==> src/rtl/seq_pkg.sv <==
package seq_pkg;
  typedef enum logic [1:0] {
    FMT_PAR  = 2'b00,
    FMT_LR   = 2'b01,
    FMT_RL   = 2'b10,
    FMT_LONG = 2'b11
  } fmt_e;

  localparam int EV_N    = 6;
  localparam int EV_CYC  = 0;
  localparam int EV_LONG = 1;
  localparam int EV_LR   = 2;
  localparam int EV_RL   = 3;
  localparam int EV_PAR  = 4;
  localparam int EV_SKIP = 5;
endpackage

==> src/rtl/seq_decode.sv <==
module seq_decode
  import seq_pkg::*;
(
  input  logic [31:0] word,
  input  logic        phase,
  input  logic        run,
  output fmt_e        fmt,
  output logic        is_seq,
  output logic        long_vld,
  output logic [29:0] long_op,
  output logic        left_vld,
  output logic [14:0] left_op,
  output logic        right_vld,
  output logic [14:0] right_op
);
  always_comb begin
    fmt       = fmt_e'(word[31:30]);
    long_op   = word[29:0];
    left_op   = word[29:15];
    right_op  = word[14:0];
    is_seq    = (fmt == FMT_LR) || (fmt == FMT_RL);
    long_vld  = 1'b0;
    left_vld  = 1'b0;
    right_vld = 1'b0;
    if (run) begin
      unique case (fmt)
        FMT_LONG: long_vld = 1'b1;
        FMT_PAR: begin
          left_vld  = 1'b1;
          right_vld = 1'b1;
        end
        FMT_LR: begin
          left_vld  = ~phase;
          right_vld = phase;
        end
        FMT_RL: begin
          right_vld = ~phase;
          left_vld  = phase;
        end
        default: ;
      endcase
    end
  end
endmodule

==> src/rtl/seq_ctrl.sv <==
module seq_ctrl (
  input  logic clk,
  input  logic rst_n,
  input  logic is_seq,
  input  logic br_taken,
  input  logic exc,
  input  logic resume,
  output logic run,
  output logic phase,
  output logic halted,
  output logic word_end,
  output logic skip
);
  logic phase_nx, halted_nx;

  always_comb begin
    run      = ~halted;
    word_end = run & ~exc & (~is_seq | phase | br_taken);
    skip     = run & ~exc & is_seq & ~phase & br_taken;
    phase_nx  = phase;
    halted_nx = halted;
    if (run) begin
      if (exc) begin
        halted_nx = 1'b1;
        phase_nx  = 1'b0;
      end else if (word_end) begin
        phase_nx = 1'b0;
      end else begin
        phase_nx = 1'b1;
      end
    end else if (resume) begin
      halted_nx = 1'b0;
    end
  end

  always_ff @(posedge clk or negedge rst_n) begin
    if (!rst_n) begin
      phase  <= 1'b0;
      halted <= 1'b0;
    end else begin
      phase  <= phase_nx;
      halted <= halted_nx;
    end
  end
endmodule

==> src/rtl/seq_pc_rpt.sv <==
module seq_pc_rpt #(
  parameter int          PC_W     = 16,
  parameter int          RC_W     = 8,
  parameter logic [PC_W-1:0] RESET_PC = '0
) (
  input  logic            clk,
  input  logic            rst_n,
  input  logic            word_end,
  input  logic            br_taken,
  input  logic [PC_W-1:0] br_target,
  input  logic            rpt_load,
  input  logic [PC_W-1:0] rpt_start,
  input  logic [PC_W-1:0] rpt_end,
  input  logic [RC_W-1:0] rpt_count,
  output logic [PC_W-1:0] pc,
  output logic            rpt_active
);
  localparam logic [RC_W-1:0] ONE = RC_W'(1);

  logic [PC_W-1:0] pc_nx, rs_q, rs_nx, re_q, re_nx;
  logic [RC_W-1:0] rc_q, rc_nx;
  logic            ract_nx;

  always_comb begin
    pc_nx   = pc;
    rs_nx   = rs_q;
    re_nx   = re_q;
    rc_nx   = rc_q;
    ract_nx = rpt_active;
    if (word_end) begin
      if (br_taken) begin
        pc_nx = br_target;
      end else if (rpt_active && (pc == re_q)) begin
        if (rc_q == ONE) begin
          ract_nx = 1'b0;
          rc_nx   = '0;
          pc_nx   = pc + PC_W'(1);
        end else begin
          rc_nx = rc_q - ONE;
          pc_nx = rs_q;
        end
      end else begin
        pc_nx = pc + PC_W'(1);
      end
    end
    if (rpt_load) begin
      rs_nx   = rpt_start;
      re_nx   = rpt_end;
      rc_nx   = rpt_count;
      ract_nx = |rpt_count;
    end
  end

  always_ff @(posedge clk or negedge rst_n) begin
    if (!rst_n) begin
      pc         <= RESET_PC;
      rs_q       <= '0;
      re_q       <= '0;
      rc_q       <= '0;
      rpt_active <= 1'b0;
    end else begin
      pc         <= pc_nx;
      rs_q       <= rs_nx;
      re_q       <= re_nx;
      rc_q       <= rc_nx;
      rpt_active <= ract_nx;
    end
  end
endmodule

==> src/rtl/seq_evt_cnt.sv <==
module seq_evt_cnt #(
  parameter int N = 6,
  parameter int W = 16
) (
  input  logic                clk,
  input  logic                rst_n,
  input  logic [N-1:0]        ev,
  output logic [N-1:0][W-1:0] cnt
);
  for (genvar g = 0; g < N; g++) begin : g_cnt
    logic [W-1:0] nx;
    always_comb nx = ev[g] ? cnt[g] + W'(1) : cnt[g];
    always_ff @(posedge clk or negedge rst_n) begin
      if (!rst_n) cnt[g] <= '0;
      else        cnt[g] <= nx;
    end
  end
endmodule

==> src/rtl/dual_issue_seq.sv <==
module dual_issue_seq
  import seq_pkg::*;
#(
  parameter int PC_W  = 16,
  parameter int RC_W  = 8,
  parameter int CNT_W = 16
) (
  input  logic             clk,
  input  logic             rst_n,
  output logic [PC_W-1:0]  fetch_pc_o,
  input  logic [31:0]      fetch_word_i,
  input  logic             br_taken_i,
  input  logic [PC_W-1:0]  br_target_i,
  input  logic             exc_i,
  input  logic             resume_i,
  input  logic             rpt_load_i,
  input  logic [PC_W-1:0]  rpt_start_i,
  input  logic [PC_W-1:0]  rpt_end_i,
  input  logic [RC_W-1:0]  rpt_count_i,
  output logic             long_vld_o,
  output logic [29:0]      long_op_o,
  output logic             left_vld_o,
  output logic [14:0]      left_op_o,
  output logic             right_vld_o,
  output logic [14:0]      right_op_o,
  output logic             halted_o,
  output logic             rpt_active_o,
  output logic [CNT_W-1:0] cyc_cnt_o,
  output logic [CNT_W-1:0] long_cnt_o,
  output logic [CNT_W-1:0] lr_cnt_o,
  output logic [CNT_W-1:0] rl_cnt_o,
  output logic [CNT_W-1:0] par_cnt_o,
  output logic [CNT_W-1:0] skip_cnt_o
);
  fmt_e                       fmt;
  logic                       is_seq, run, phase, word_end, skip, first;
  logic [EV_N-1:0]            ev;
  logic [EV_N-1:0][CNT_W-1:0] cnt;

  seq_decode u_dec (
    .word(fetch_word_i), .phase(phase), .run(run), .fmt(fmt), .is_seq(is_seq),
    .long_vld(long_vld_o), .long_op(long_op_o),
    .left_vld(left_vld_o), .left_op(left_op_o),
    .right_vld(right_vld_o), .right_op(right_op_o)
  );

  seq_ctrl u_ctrl (
    .clk(clk), .rst_n(rst_n), .is_seq(is_seq), .br_taken(br_taken_i),
    .exc(exc_i), .resume(resume_i), .run(run), .phase(phase),
    .halted(halted_o), .word_end(word_end), .skip(skip)
  );

  seq_pc_rpt #(.PC_W(PC_W), .RC_W(RC_W)) u_pc (
    .clk(clk), .rst_n(rst_n), .word_end(word_end), .br_taken(br_taken_i),
    .br_target(br_target_i), .rpt_load(rpt_load_i), .rpt_start(rpt_start_i),
    .rpt_end(rpt_end_i), .rpt_count(rpt_count_i), .pc(fetch_pc_o),
    .rpt_active(rpt_active_o)
  );

  always_comb begin
    first         = run & ~phase;
    ev[EV_CYC]    = run;
    ev[EV_LONG]   = first & (fmt == FMT_LONG);
    ev[EV_LR]     = first & (fmt == FMT_LR);
    ev[EV_RL]     = first & (fmt == FMT_RL);
    ev[EV_PAR]    = first & (fmt == FMT_PAR);
    ev[EV_SKIP]   = skip;
  end

  seq_evt_cnt #(.N(EV_N), .W(CNT_W)) u_cnt (
    .clk(clk), .rst_n(rst_n), .ev(ev), .cnt(cnt)
  );

  assign cyc_cnt_o  = cnt[EV_CYC];
  assign long_cnt_o = cnt[EV_LONG];
  assign lr_cnt_o   = cnt[EV_LR];
  assign rl_cnt_o   = cnt[EV_RL];
  assign par_cnt_o  = cnt[EV_PAR];
  assign skip_cnt_o = cnt[EV_SKIP];
endmodule

==> config.mk <==
export PLATFORM = sky130hd
export DESIGN_NAME = dual_issue_seq
export DESIGN_NICKNAME = d
export VERILOG_FILES = /design/src/rtl/seq_pkg.sv /design/src/rtl/seq_decode.sv /design/src/rtl/seq_ctrl.sv /design/src/rtl/seq_pc_rpt.sv /design/src/rtl/seq_evt_cnt.sv /design/src/rtl/dual_issue_seq.sv
export SDC_FILE = /design/constraint.sdc
export NUM_CORES = 1
export LEC_CHECK = 0
export BUFFER_PORTS_ARGS = -buffer_cell sky130_fd_sc_hd__buf_2
export CAP_MARGIN = 10
export CORE_ASPECT_RATIO = 0.75
export CORE_MARGIN = 1
export CORE_UTILIZATION = 33
export CTS_CLUSTER_DIAMETER = 40
export CTS_CLUSTER_SIZE = 30
export DETAILED_ROUTE_END_ITERATION = 10
export PLACE_DENSITY = 0.58
export SYNTH_ARGS = -nofsm -noshare
export SYNTH_HDL_FRONTEND = slang
export SYNTH_SLANG_ARGS = --single-unit
==> constraint.sdc <==
create_clock -name clk -period 2.5 [get_ports clk]
set_input_delay 0.5 -clock clk [delete_from_list [all_inputs] [get_ports clk]]
set_output_delay 0.5 -clock clk [all_outputs]
set_load 0.02 [all_outputs]
Word-level counts from Yosys, hierarchy flattened
Cells that the tools add are included.
Storage, ports and cells
  bits in registers: 155
  memory bits (writable): 0
  output and inout port bits: 177
  memories kept: 0
  memory bits (read-only): 0
  bits in latches: 0
Operators by class
  multiplexer cells: 24
  shifts and indexed selects: 0
  divide/modulo/power cells: 0
  $mul: 0
  equal/unequal tests: 6
  bitwise gates (word level): 16
  reductions and logical operators: 9
  add/sub/neg operators: 8
  magnitude comparators: 0
Operator list (count)
  adder 16 x 1 -> 16 bit (second input constant): 7
  2-to-1 mux 16 bit: 3
  2-to-1 mux 8 bit: 5
  equality test 16 bit: 1
  2-to-1 mux 1 bit: 14
  AND 1 bit: 10
  equality test 8 x 1 -> 1 bit (second input constant): 1
  OR reduction 8 bit: 1
  subtractor 8 x 1 -> 8 bit (second input constant): 1
  one-hot mux 1 bit (3 select lines): 2
  nonzero test 2 bit: 3
  equality test 2 bit (second input constant): 2
  inverter 1 bit: 4
  AND reduction 4 bit: 1
  AND reduction 3 bit: 1
  equality test 2 x 1 -> 1 bit (second input constant): 1
  zero test 2 bit: 1
  != test 2 x 1 -> 1 bit (second input constant): 1
  OR 1 bit: 2
  logical AND 1 bit: 1
  logical OR 1 bit: 1

Logic depth before layout (Yosys ltp)
Gate-level depths: netlist (run 1).
  depth after elaboration: 8
  mapped depth: 9
  mapped depth without buffers: 8

Modules after synthesis
From an unflattened synthesis (run 1), not the netlist that was laid out.
Second synthesis, totals
  cells, all modules: 731
  area total of the unflattened synthesis: 7902.6 µm²
By module, submodules not included
  seq_evt_cnt: area an instance 4103.9 µm², cells each 344, instances 1
  seq_pc_rpt: area an instance 3126.7 µm², cells each 304, instances 1
  seq_decode: area an instance 516.7 µm², cells each 68, instances 1
  seq_ctrl: area an instance 105.1 µm², cells each 11, instances 1
  dual_issue_seq: area an instance 50.0 µm², cells each 4, instances 1

Worst setup path after synthesis (run 1)
OpenSTA, ideal clock, no wires.
  kind: input -> register
  from: in fetch_word_i[30]
  to: reg u_pc.rc_q[5]
  data arrival time: 2.068 ns
  setup slack: 0.312 ns
  buffers on the path: 0
  stages on the path: 7
  setup time: 0.120 ns
  required time: 2.380 ns
  path through: inv_1 ha_1 nor2b_1 nor4_2 nand3_2 or4_1 a31o_1
Between the ends
  longest elaborated chain between the ends: 8
  elaborated cells on any way between the ends: 9
  those cells by class: eq/ne: 2; bitwise: 4; reduce/logical: 3
Ends and longest elaborated chain
  start: declaration: line dual_issue_seq.sv:11  | input logic [31:0] fetch_word_i,
  equality test 2 x 1 -> 1 bit or equality test 2 bit (tied branches): line seq_decode.sv:21  | is_seq = (fmt == FMT_LR) || (fmt == FMT_RL);
  logical OR 1 bit *: line seq_decode.sv:21
  inverter 1 bit *: line seq_ctrl.sv:18  | word_end = run & ~exc & (~is_seq | phase | br_taken);
  OR 1 bit * (2 in a row): line seq_ctrl.sv:18
  AND 1 bit *: line seq_ctrl.sv:18
  nonzero test 2 bit (no source line) *
  AND reduction 3 bit (no source line) *
  end signal: assignment: line seq_pc_rpt.sv:65  | rc_q <= rc_nx;
  end: declaration: line seq_pc_rpt.sv:21  | logic [RC_W-1:0] rc_q, rc_nx;
Every way passes the cells marked *; elsewhere a longest branch is shown, timed or not.
A chain may end at the register's enable or synchronous reset.

Worst setup path after layout (run 1)
  from: reg u_pc.rc_q[2]
  to: reg u_pc.pc[4]
Between the ends
  longest elaborated chain between the ends: 4
Ends and longest elaborated chain
  equality test 8 x 1 -> 1 bit: line seq_pc_rpt.sv:34  | if (rc_q == ONE) begin
  2-to-1 mux 16 bit: line seq_pc_rpt.sv:34
  2-to-1 mux 16 bit: line seq_pc_rpt.sv:33  | end else if (rpt_active && (pc == re_q)) begin
  2-to-1 mux 16 bit: line seq_pc_rpt.sv:31  | if (br_taken) begin
  end signal: assignment: line seq_pc_rpt.sv:62  | pc <= pc_nx;
  end: declaration: line seq_pc_rpt.sv:15  | output logic [PC_W-1:0] pc,
No other way between the ends.

==> out/qor.csv, run 1 <==
stage,metric,value,unit
setup_path,slowest library cell on the worst path,or4_4,
sta,clk_skew,9.81,ps
synthesis,Yosys warnings,0,
synthesis,post-synthesis simple-gate area fraction,16.0,%
synthesis,post-synthesis cell count,721,
setup_path,Worst Setup End Kind,register,
final_layout,# fillers,2293,
synthesis,largest family of logic cells by synthesized area,simple AND/OR/NAND/NOR gates,
job,max cap viols,0,
power_and_ir_drop,internal power,5.33,mW
power_and_ir_drop,pwr dens,851,nW/µm²
synthesis,Syn Area/Cell,11.0,µm²
detailed_routing,Initial DRT Pass Iterations,5,
sta,"Slew Viols, Final",0,
sta,Worst Max-Slew Pin Slew,805,ps
power_and_ir_drop,Reg power frac,40.8,%
synthesis,Seq cells post-synth,155,
synthesis,"EDFF count, synth",0,
final_layout,nets@finish,977,
floorplan,floorplan row count,48,
power_and_ir_drop,total power,8.11,mW
setup_path,worst path required time,2790,ps
cts,Resize count post-CTS,0,
global_routing,vias in the first global route,5490,
sta,setup_tns,0,ps
detailed_routing,post-route ant nets,0,
global_routing,first-pass GRT wire length,31100,µm
synthesis,mapped cell area,7920,µm²
cts,Root Buffer,clkbuf_16,
cts,H-Tree Level Count,4,
power_and_ir_drop,net switching share of the total power,34.2,%
synthesis,Post-Syn Nets,828,
setup_path,Critical Path Max Stage Delay,560,ps
cts,CTS tree,done,
synthesis,largest cells by area after synthesis,"dfrtp_1 49%, xnor2_1 9.3%, buf_4 5.7%",
sta,Final Cycle Share,85.1,%
synthesis,leading area contributor after synthesis,dfrtp_1,
cts,# clock sinks,155,
global_routing,global route overflow,0,
floorplan,Top Ports,271,
global_routing,GR Util All Layers,16.4,%
floorplan,chip width,181,µm
cts,hold_buf cts,0,
setup_path,cells on worst reg2reg path,6,
setup_path,Reg-to-Reg Start,u_pc.rc_q[2],
power_and_ir_drop,Peak VDD IR,0.000448,V
cts,CTS clock-pin slew for the worst setup and hold paths,70,ps
final_layout,ANT cells,0,
setup_path,Worst Path Arrival,2410,ps
final_layout,most frequent cells in the layout,"179 x buf_2, 155 x dfrtp_1, 84 x xnor2_1",
global_routing,largest net degree at the start of global routing,53,
final_layout,"commonest non-fill, non-tap cell in the layout",buf_2,
sta,Final setup viols,0,
detailed_routing,DR vias,5651,
synthesis,Main synth FF type,dfrtp_1,
synthesis,post-synthesis adder-cell area fraction,2.05,%
power_and_ir_drop,Leak,4.64,nW
floorplan,die area,24600,µm²
detailed_routing,routed len/inst,16.5,µm
power_and_ir_drop,Net Switching,2.77,mW
cts,Skew-Pair Late Insertion Delay,420,ps
power_and_ir_drop,power share of the clock group,32.3,%
final_layout,share of layout cells above drive strength 1,33.8,%
setup_path,Crit Path Category,reg -> reg,
detailed_routing,total wire length,19500,µm
floorplan,core area,23300,µm²
final_layout,Layout Cells excl Fill,1182,
placed_design,Final HPWL DP,14700,µm
synthesis,Synth cell types,62,
setup_path,critical-path cell list,"or4_4, nor2_4, nand3b_4, nand3_4, mux2i_1, o21ai_1",
setup_path,critical path startpoint,u_pc.rc_q[2],
global_routing,antenna violations before repair,1,
cts,Num CTS Buffers,17,
final_layout,Area Overhead vs Synth,20.3,%
detailed_routing,# DRC,0,
detailed_routing,first-iteration detailed-routing DRC count,286,
hold_path,Hold Crit Class,in -> async,
synthesis,Synth Area in Compound Gates,4.87,%
cts,Clock Path Buffers,2,
placed_design,PortBufs,180,
placed_design,placed cell count,1151,
synthesis,Post-Synth XOR/XNOR Area,13.7,%
cts,post-CTS setup buffers,0,
placed_design,Post-DP Area,8930,µm²
synthesis,Synth async-reset ratio,100,%
power_and_ir_drop,Comb pwr share,26.9,%
floorplan,Starting Density,34.0,%
setup_path,CP max FO,16,
sta,Hold Worst Slack,33.0,ps
sta,min Tclk post-route,2130,ps
floorplan,die height,136,µm
sta,final hold viol count,0,
sta,Max-Slew Margin vs Limit,46.0,%
run_status,outcome,"complete, no violations",
setup_path,CP startpoint kind,register,
sta,RSZ-0062 raised after global routing,no,
synthesis,register area share after synthesis,49.0,%
sta,highest clock rate,470,MHz
detailed_routing,via/cell ratio,4.78,
synthesis,mux contribution to synthesized area,6.79,%
final_layout,fin area,9530,µm²
synthesis,Yosys top cell area share,49.0,%
placed_design,Placer Congestion,0.848,
## synth_stat cells, types with 4 or more instances
master and number:
buf_4 60, nor3_1 10, dfrtp_1 155, a22oi_1 10, nand2b_1 4, xor2_1 34, nor2_1 38, xnor2_1 84
inv_1 12, nand2_1 54, nand3_1 37, o21ai_1 20, clkbuf_1 13, a21oi_1 9, nand4_1 24, o21ai_0 7
buf_2 5, ha_1 13, and4_1 4, and3_1 19, or4_1 4, mux2_2 38, mux2i_1 11, and2_1 6
## critical path, delay by kind of cell (launching register included)
kind	cells	cell delay, ps
simple gates	4	1150
flops	1	450
mux	1	290
compound gates	1	80
## metal layers
metal | up-vias | share of wire (%) | global-route usage [%]
met3 | 12 | 5.2 | 4.02
li1 | 2732 | - | -
met4 | 2 | 0.78 | 5.22
met2 | 167 | 43 | 23.2
met1 | 2738 | 51 | 24.1
met5 | - | 0.051 | 0
## kinds of logic after synthesis
family,count (synthesis)
multiplexers,49
AND/OR/NAND/NOR,228
AO/OA/AOI/OAI,62
XOR/XNOR,120
adder cells (fa/ha/maj),13
buffers and inverters,94
flip-flops,155
## power groups by stage
stage / registers, mW / logic [mW] / clock network [mW]
final: 3.31 / 2.18 / 2.62
after global routing: 3.37 / 2.36 / 2.82
after detailed placement: 3.35 / 2.19 / 0
after global placement: 3.35 / 2.17 / 0
after CTS: 3.31 / 2.20 / 2.71
after floorplan: 3.69 / 1.05 / 0
## cell type report
| type | count | area (µm²) | share of cell area [%] |
|---|---|---|---|
| clock inverters | 12 | 140 | 1.47 |
| flip-flops and latches | 155 | 3880 | 40.7 |
| well taps | 300 | 375 | 3.94 |
| repair buffers | 211 | 1190 | 12.5 |
| inverters | 13 | 48.8 | 0.512 |
| clock buffers | 19 | 453 | 4.75 |
| multi-input cells | 472 | 3440 | 36.1 |
## worst paths after layout
path | end | slack, ps
setup / recovery | u_pc.pc[4] | 370
hold / removal | u_cnt.cnt[56] | 30
setup reg to reg | u_pc.pc[4] | 370
hold reg to reg | u_cnt.cnt[31] | 470
max in group asynchronous | u_cnt.cnt[88] | 1850
min in group clk | u_ctrl.halted | 260
## stage by stage
stage / util, % / worst slack [ps]
4_1_cts: 40.9 / 382
5_1_grt: 40.9 / 291
2_1_floorplan: - / 312
6_report: 40.9 / 373
3_3_place_gp: 38.3 / 102
3_5_place_dp: 38.3 / 62.5
## flip-flops by register name, summed over array words and instances, names as in the netlist
signal / cells
u_cnt.cnt: 96
u_ctrl.phase: 1
u_pc.rc_q: 8
u_pc.rs_q: 16
u_ctrl.halted: 1
u_pc.re_q: 16
u_pc.rpt_active: 1
u_pc.pc: 16
Note: power is estimated with default switching activity, not from simulation.
==> run 2, diff against run 1 <==
- ABC_AREA: default -> 1
==> run 2 against run 1 <==
Against the previous run:
- the run now ends with negative hold slack left
- design area rose by 5.8%
- largest cell class unchanged
- synthesized cell count rose by 48%
- non-clock buffer count fell by 19
- global-route usage rose by 0.48 points
- sequential cell count did not move
- core utilization fell by 1.1 points
- combinational power rose by 9%
- cell count rose by 31%
- die area rose by 9.2%
==> out/qor.csv, run 2 <==
stage,metric,value,unit
synthesis,leading area contributor after synthesis,dfrtp_1,
synthesis,Main synth FF type,dfrtp_1,
job,max cap viols,0,
sta,final hold viol count,4,
floorplan,floorplan row count,50,
detailed_routing,Initial DRT Pass Iterations,5,
placed_design,PortBufs,180,
power_and_ir_drop,net switching share of the total power,38.5,%
power_and_ir_drop,Peak VDD IR,0.000488,V
power_and_ir_drop,pwr dens,815,nW/µm²
setup_path,worst path required time,2000,ps
run_status,failing checks,negative hold slack,
cts,# clock sinks,155,
setup_path,WP buf/inv,3,
synthesis,"EDFF count, synth",0,
cts,Root Buffer,clkbuf_16,
detailed_routing,first-iteration detailed-routing DRC count,387,
synthesis,Syn Area/Cell,8.11,µm²
global_routing,grt peak-use layer,met1,
floorplan,chip width,189,µm
cts,hold_buf cts,0,
placed_design,"worst slack, placed",141,ps
sta,Max-Slew Margin vs Limit,67.5,%
sta,clk_skew,9.58,ps
power_and_ir_drop,total power,8.21,mW
setup_path,Worst Setup End Kind,output pin,
final_layout,Area Overhead vs Synth,16.5,%
setup_path,Worst Path Arrival,1760,ps
final_layout,nets@finish,1305,
sta,Final setup viols,0,
cts,Clock Path Buffers,2,
setup_path,cells on worst reg2reg path,9,
floorplan,die height,142,µm
cts,Num CTS Buffers,17,
sta,Final Cycle Share,90.3,%
synthesis,Seq cells post-synth,155,
detailed_routing,post-route ant nets,0,
synthesis,post-synthesis adder-cell area fraction,1.88,%
floorplan,Starting Density,34.2,%
power_and_ir_drop,internal power,5.05,mW
floorplan,core area,25300,µm²
run_status,outcome,"finished, violations left",
placed_design,Post-DP Area,9550,µm²
setup_path,Reg-to-Reg Start,u_pc.pc[0],
cts,Resize count post-CTS,0,
global_routing,met2 usage,24.4,%
synthesis,cell with the most instances after synthesis,nand2_1,
synthesis,Post-Synth XOR/XNOR Area,9.72,%
global_routing,first-pass GRT wire length,35200,µm
synthesis,post-synthesis cell count,1067,
floorplan,die area,26900,µm²
synthesis,Post-Syn Nets,1174,
setup_path,"reg-to-reg slack, setup",430,ps
setup_path,slowest library cell on the worst path,dfrtp_1,
global_routing,met1 usage,24.7,%
sta,highest clock rate,443,MHz
synthesis,Yosys warnings,0,
power_and_ir_drop,Leak,5.40,nW
power_and_ir_drop,Net Switching,3.16,mW
global_routing,antenna violations before repair,0,
global_routing,vias in the first global route,6614,
global_routing,met3 GRT Util,3.70,%
global_routing,global route overflow,0,
detailed_routing,routed len/inst,14.1,µm
synthesis,largest cells by area after synthesis,"dfrtp_1 45%, nand2_1 14%, xor2_1 5.9%",
setup_path,worst reg2reg endpoint,u_pc.rpt_active,
sta,Hold Worst Slack,-6.81,ps
power_and_ir_drop,power share of the clock group,29.4,%
cts,post-CTS setup buffers,0,
final_layout,ANT cells,0,
detailed_routing,DR vias,7034,
synthesis,post-synthesis simple-gate area fraction,26.3,%
synthesis,register area share after synthesis,44.8,%
sta,Worst Max-Slew Pin Slew,485,ps
setup_path,CP max FO,10,
setup_path,Crit Path Category,reg -> out,
synthesis,Synth cell types,35,
global_routing,GR Util All Layers,16.8,%
cts,Skew-Pair Late Insertion Delay,430,ps
synthesis,mapped cell area,8650,µm²
hold_path,Hold Crit Class,in -> async,
synthesis,Post-synth top cells,"326 x nand2_1, 155 x dfrtp_1, 104 x inv_1",
setup_path,critical-path cell list,"inv_1, buf_4, o21ai_0, a21oi_1, buf_2",
synthesis,mux contribution to synthesized area,0.260,%
detailed_routing,via/cell ratio,4.54,
setup_path,CP startpoint kind,register,
setup_path,Critical Path Max Stage Delay,460,ps
setup_path,Top Family by Delay on Critical Path,buffers and inverters,
detailed_routing,# DRC,0,
sta,RSZ-0062 raised after global routing,no,
sta,"Slew Viols, Final",0,
global_routing,largest net degree at the start of global routing,48,
synthesis,largest family of logic cells by synthesized area,simple AND/OR/NAND/NOR gates,
detailed_routing,total wire length,21800,µm
power_and_ir_drop,Reg power frac,41.7,%
cts,H-Tree Level Count,4,
final_layout,Largest register FFs,96,
cts,CTS clock-pin slew for the worst setup and hold paths,60,ps
floorplan,Top Ports,271,
final_layout,share of layout cells above drive strength 1,23.3,%
power_and_ir_drop,Comb pwr share,28.9,%
cts,CTS tree,done,
final_layout,"commonest non-fill, non-tap cell in the layout",nand2_1,
sta,min Tclk post-route,2260,ps
final_layout,most frequent cells in the layout,"326 x nand2_1, 179 x buf_2, 155 x dfrtp_1",
synthesis,Synth Area in Compound Gates,5.65,%
final_layout,fin area,10100,µm²
sta,setup_tns,0,ps
synthesis,Yosys top cell area share,44.8,%
synthesis,Synth async-reset ratio,100,%
sta,worst setup margin,242,ps
placed_design,Placer Congestion,0.829,
placed_design,Final HPWL DP,16300,µm
final_layout,largest register by flop count,u_cnt.cnt,
run 2: area by class of cell:
class,instances,area [µm²]
fillers,2653,15300
repair buffers,192,1020
clock buffers,24,472
well taps,338,423
flip-flops and latches,155,3880
multi-input cells,717,3790
clock inverters,8,63.8
inverters,115,432
run 2: worst max-delay path by stage:
stage                          start             to  slack (ps)  cells past startpoint
CTS                    u_ctrl.halted     left_vld_o         220                      5
global route           u_ctrl.halted     left_vld_o         150                      5
detailed placement  fetch_word_i[30]  u_cnt.cnt[92]         140                     12
global placement    fetch_word_i[30]  u_cnt.cnt[92]         190                     12
finish                 u_ctrl.halted     left_vld_o         240                      5
floorplan           fetch_word_i[30]   u_pc.rc_q[5]         560                     14
run 2: cell families (layout without fill, tap and decap cells):
logic type,Yosys count,count (layout)
AOI/OAI and AO/OA,91,91
xor gates and xnor gates,96,96
and+or+nand+nor,515,515
adders and majority gates,13,13
muxes,2,2
DFF,155,155
buffers and inverters,195,339
run 2: metal layers:
layer / routed length (µm) / share of wire (%) / vias to the layer above
li1: - / - / 3534
met1: 11000 / 50 / 3273
met3: 1300 / 6.0 / 17
met2: 9280 / 42 / 210
met4: 252 / 1.2 / 0
met5: 0 / 0 / -
run 2: stage by stage:
| step | util [%] | hold WS (ps) | std cells |
|---|---|---|---|
| after global placement | 37.7 | 453 | 1517 |
| after floorplan | - | 204 | 1067 |
| after global routing | 39.8 | 26.4 | 1549 |
| after detailed placement | 37.7 | 461 | 1517 |
| after CTS | 39.8 | 9.15 | 1549 |
| final | 39.8 | -6.81 | 1549 |
run 2: power groups by stage:
stage / sequential (mW) / clock (mW) / combinational (mW)
2_1_floorplan: 3.69 / 0 / 1.38
3_3_place_gp: 3.45 / 0 / 2.34
3_5_place_dp: 3.47 / 0 / 2.37
4_1_cts: 3.42 / 2.49 / 2.39
5_1_grt: 3.50 / 2.59 / 2.66
6_report: 3.42 / 2.42 / 2.37
==> run 3, diff against run 2 <==
- ABC_CLOCK_PERIOD_IN_PS: default -> 2500
- CORE_UTILIZATION: 33 -> 45
- PLACE_DENSITY: 0.58 -> 0.74
==> run 3 against run 2 <==
Against the previous run:
- the flow now finishes without violations
- clock power grew 5%
- clock-buffer cell count fell by 5
- core utilization up 14 points
- critical endpoint is now right_vld_o
==> out/qor.csv, run 3 (same netlist as run 2, synthesis figures left out) <==
stage,metric,value,unit
power_and_ir_drop,power share of the clock group,30.6,%
detailed_routing,first-iteration detailed-routing DRC count,562,
sta,RSZ-0062 raised after global routing,no,
final_layout,share of layout cells above drive strength 1,23.7,%
global_routing,global route overflow,0,
setup_path,critical-path cell list,"inv_1, buf_4, o21ai_0, a21oi_1, buf_2",
setup_path,slowest library cell on the worst path,dfrtp_1,
job,max cap viols,0,
placed_design,"worst slack, placed",165,ps
final_layout,Area Overhead vs Synth,15.7,%
sta,min Tclk post-route,2230,ps
power_and_ir_drop,Comb pwr share,28.2,%
sta,Worst Max-Slew Pin Slew,484,ps
cts,# clock sinks,155,
cts,Num CTS Buffers,17,
cts,H-Tree Level Count,4,
setup_path,Worst Path Arrival,1730,ps
setup_path,CP startpoint kind,register,
sta,"Slew Viols, Final",0,
cts,CTS tree,done,
hold_path,Hold Crit Class,in -> async,
sta,highest clock rate,449,MHz
placed_design,Post-DP Area,9430,µm²
sta,worst setup margin,275,ps
final_layout,largest register by flop count,u_cnt.cnt,
setup_path,Worst Setup End Kind,output pin,
floorplan,chip width,162,µm
setup_path,critical path startpoint,u_ctrl.halted,
run_status,outcome,"complete, no violations",
power_and_ir_drop,internal power,5.17,mW
power_and_ir_drop,Leak,5.43,nW
sta,final hold viol count,0,
cts,Root Buffer,clkbuf_16,
placed_design,Final HPWL DP,15100,µm
setup_path,CP max FO,10,
final_layout,ANT cells,0,
power_and_ir_drop,Net Switching,3.15,mW
global_routing,grt peak-use layer,met2,
sta,Max-Slew Margin vs Limit,67.7,%
floorplan,Starting Density,46.4,%
sta,Final setup viols,0,
global_routing,largest net degree at the start of global routing,51,
power_and_ir_drop,Peak VDD IR,0.000380,V
detailed_routing,Initial DRT Pass Iterations,5,
global_routing,vias in the first global route,6809,
placed_design,PortBufs,180,
final_layout,multi-input logic area,3790,µm²
cts,hold_buf cts,0,
cts,post-CTS setup buffers,0,
setup_path,Critical Path Max Stage Delay,450,ps
power_and_ir_drop,pwr dens,831,nW/µm²
global_routing,first-pass GRT wire length,33600,µm
final_layout,# fillers,1734,
final_layout,most frequent cells in the layout,"326 x nand2_1, 179 x buf_2, 155 x dfrtp_1",
power_and_ir_drop,Reg power frac,41.1,%
global_routing,met1 usage,30.4,%
placed_design,Placer Congestion,0.861,
detailed_routing,routed len/inst,13.7,µm
cts,Clock Path Buffers,2,
detailed_routing,DR vias,7093,
sta,clk_skew,10.5,ps
detailed_routing,# DRC,0,
final_layout,Seq. cell area,3880,µm²
sta,Hold Worst Slack,25.1,ps
floorplan,floorplan row count,43,
floorplan,Top Ports,271,
floorplan,die height,122,µm
floorplan,die area,19800,µm²
final_layout,"commonest non-fill, non-tap cell in the layout",nand2_1,
detailed_routing,via/cell ratio,4.86,
cts,Resize count post-CTS,0,
sta,Final Cycle Share,89.0,%
global_routing,met2 usage,33.1,%
final_layout,fin area,10000,µm²
power_and_ir_drop,net switching share of the total power,37.9,%
cts,Skew-Pair Late Insertion Delay,420,ps
final_layout,Largest register FFs,96,
global_routing,antenna violations before repair,0,
cts,CTS clock-pin slew for the worst setup and hold paths,70,ps
setup_path,Crit Path Category,reg -> out,
global_routing,GR Util All Layers,21.7,%
detailed_routing,total wire length,20000,µm
final_layout,nets@finish,1305,
global_routing,met3 GRT Util,5.35,%
sta,setup_tns,0,ps
setup_path,worst path required time,2000,ps
final_layout,Util after Layout,53.6,%
floorplan,core area,18700,µm²
detailed_routing,post-route ant nets,0,
setup_path,Reg-to-Reg Start,u_pc.pc[1],
## run 3: routing by layer
layer / part of all wire [%] / vias up / wire [µm]
li1: - / 3533 / -
met1: 49 / 3284 / 9820
met2: 44 / 250 / 8770
met3: 5.9 / 26 / 1180
met4: 1.4 / 0 / 272
met5: 0 / - / 0
## run 3: power by group through the flow
stage	clock, mW	combinational, mW	sequential (mW)
2_1_floorplan	0	1.38	3.69
3_3_place_gp	0	2.29	3.43
3_5_place_dp	0	2.34	3.45
4_1_cts	2.61	2.35	3.41
5_1_grt	2.74	2.64	3.48
6_report	2.55	2.35	3.42
## run 3: per-stage QoR
| step | std cells | total power, mW |
|---|---|---|
| 2_1_floorplan | 1067 | 5.08 |
| 3_3_place_gp | 1426 | 5.73 |
| 3_5_place_dp | 1426 | 5.78 |
| 4_1_cts | 1458 | 8.37 |
| 5_1_grt | 1458 | 8.86 |
| 6_report | 1458 | 8.32 |
## run 3: final cells by class
type	instances	area share (%)
inverters	115	4.31
clock inverters	13	1.26
repair buffers	192	10.2
well taps	247	3.09
multi-input cells	717	37.9
flip-flops and latches	155	38.7
clock buffers	19	4.52
## run 3: final timing paths
| path | endpoint | slack (ps) | depth (start not counted) |
|---|---|---|---|
| setup reg to reg | u_pc.pc[6] | 480 | 11 |
| min in group clk | u_ctrl.halted | 260 | 2 |
| hold reg to reg | u_cnt.cnt[31] | 460 | 1 |
| setup / recovery | right_vld_o | 270 | 5 |
| max in group asynchronous | u_cnt.cnt[87] | 1840 | 2 |
| hold / removal | u_cnt.cnt[31] | 30 | 1 |
## run 3: worst max-delay path, delay by kind of cell, from the launching register on
| family | cells | cell delay [ps] |
|---|---|---|
| compound gates | 2 | 300 |
| buf+inv | 3 | 550 |
| flops | 1 | 450 |
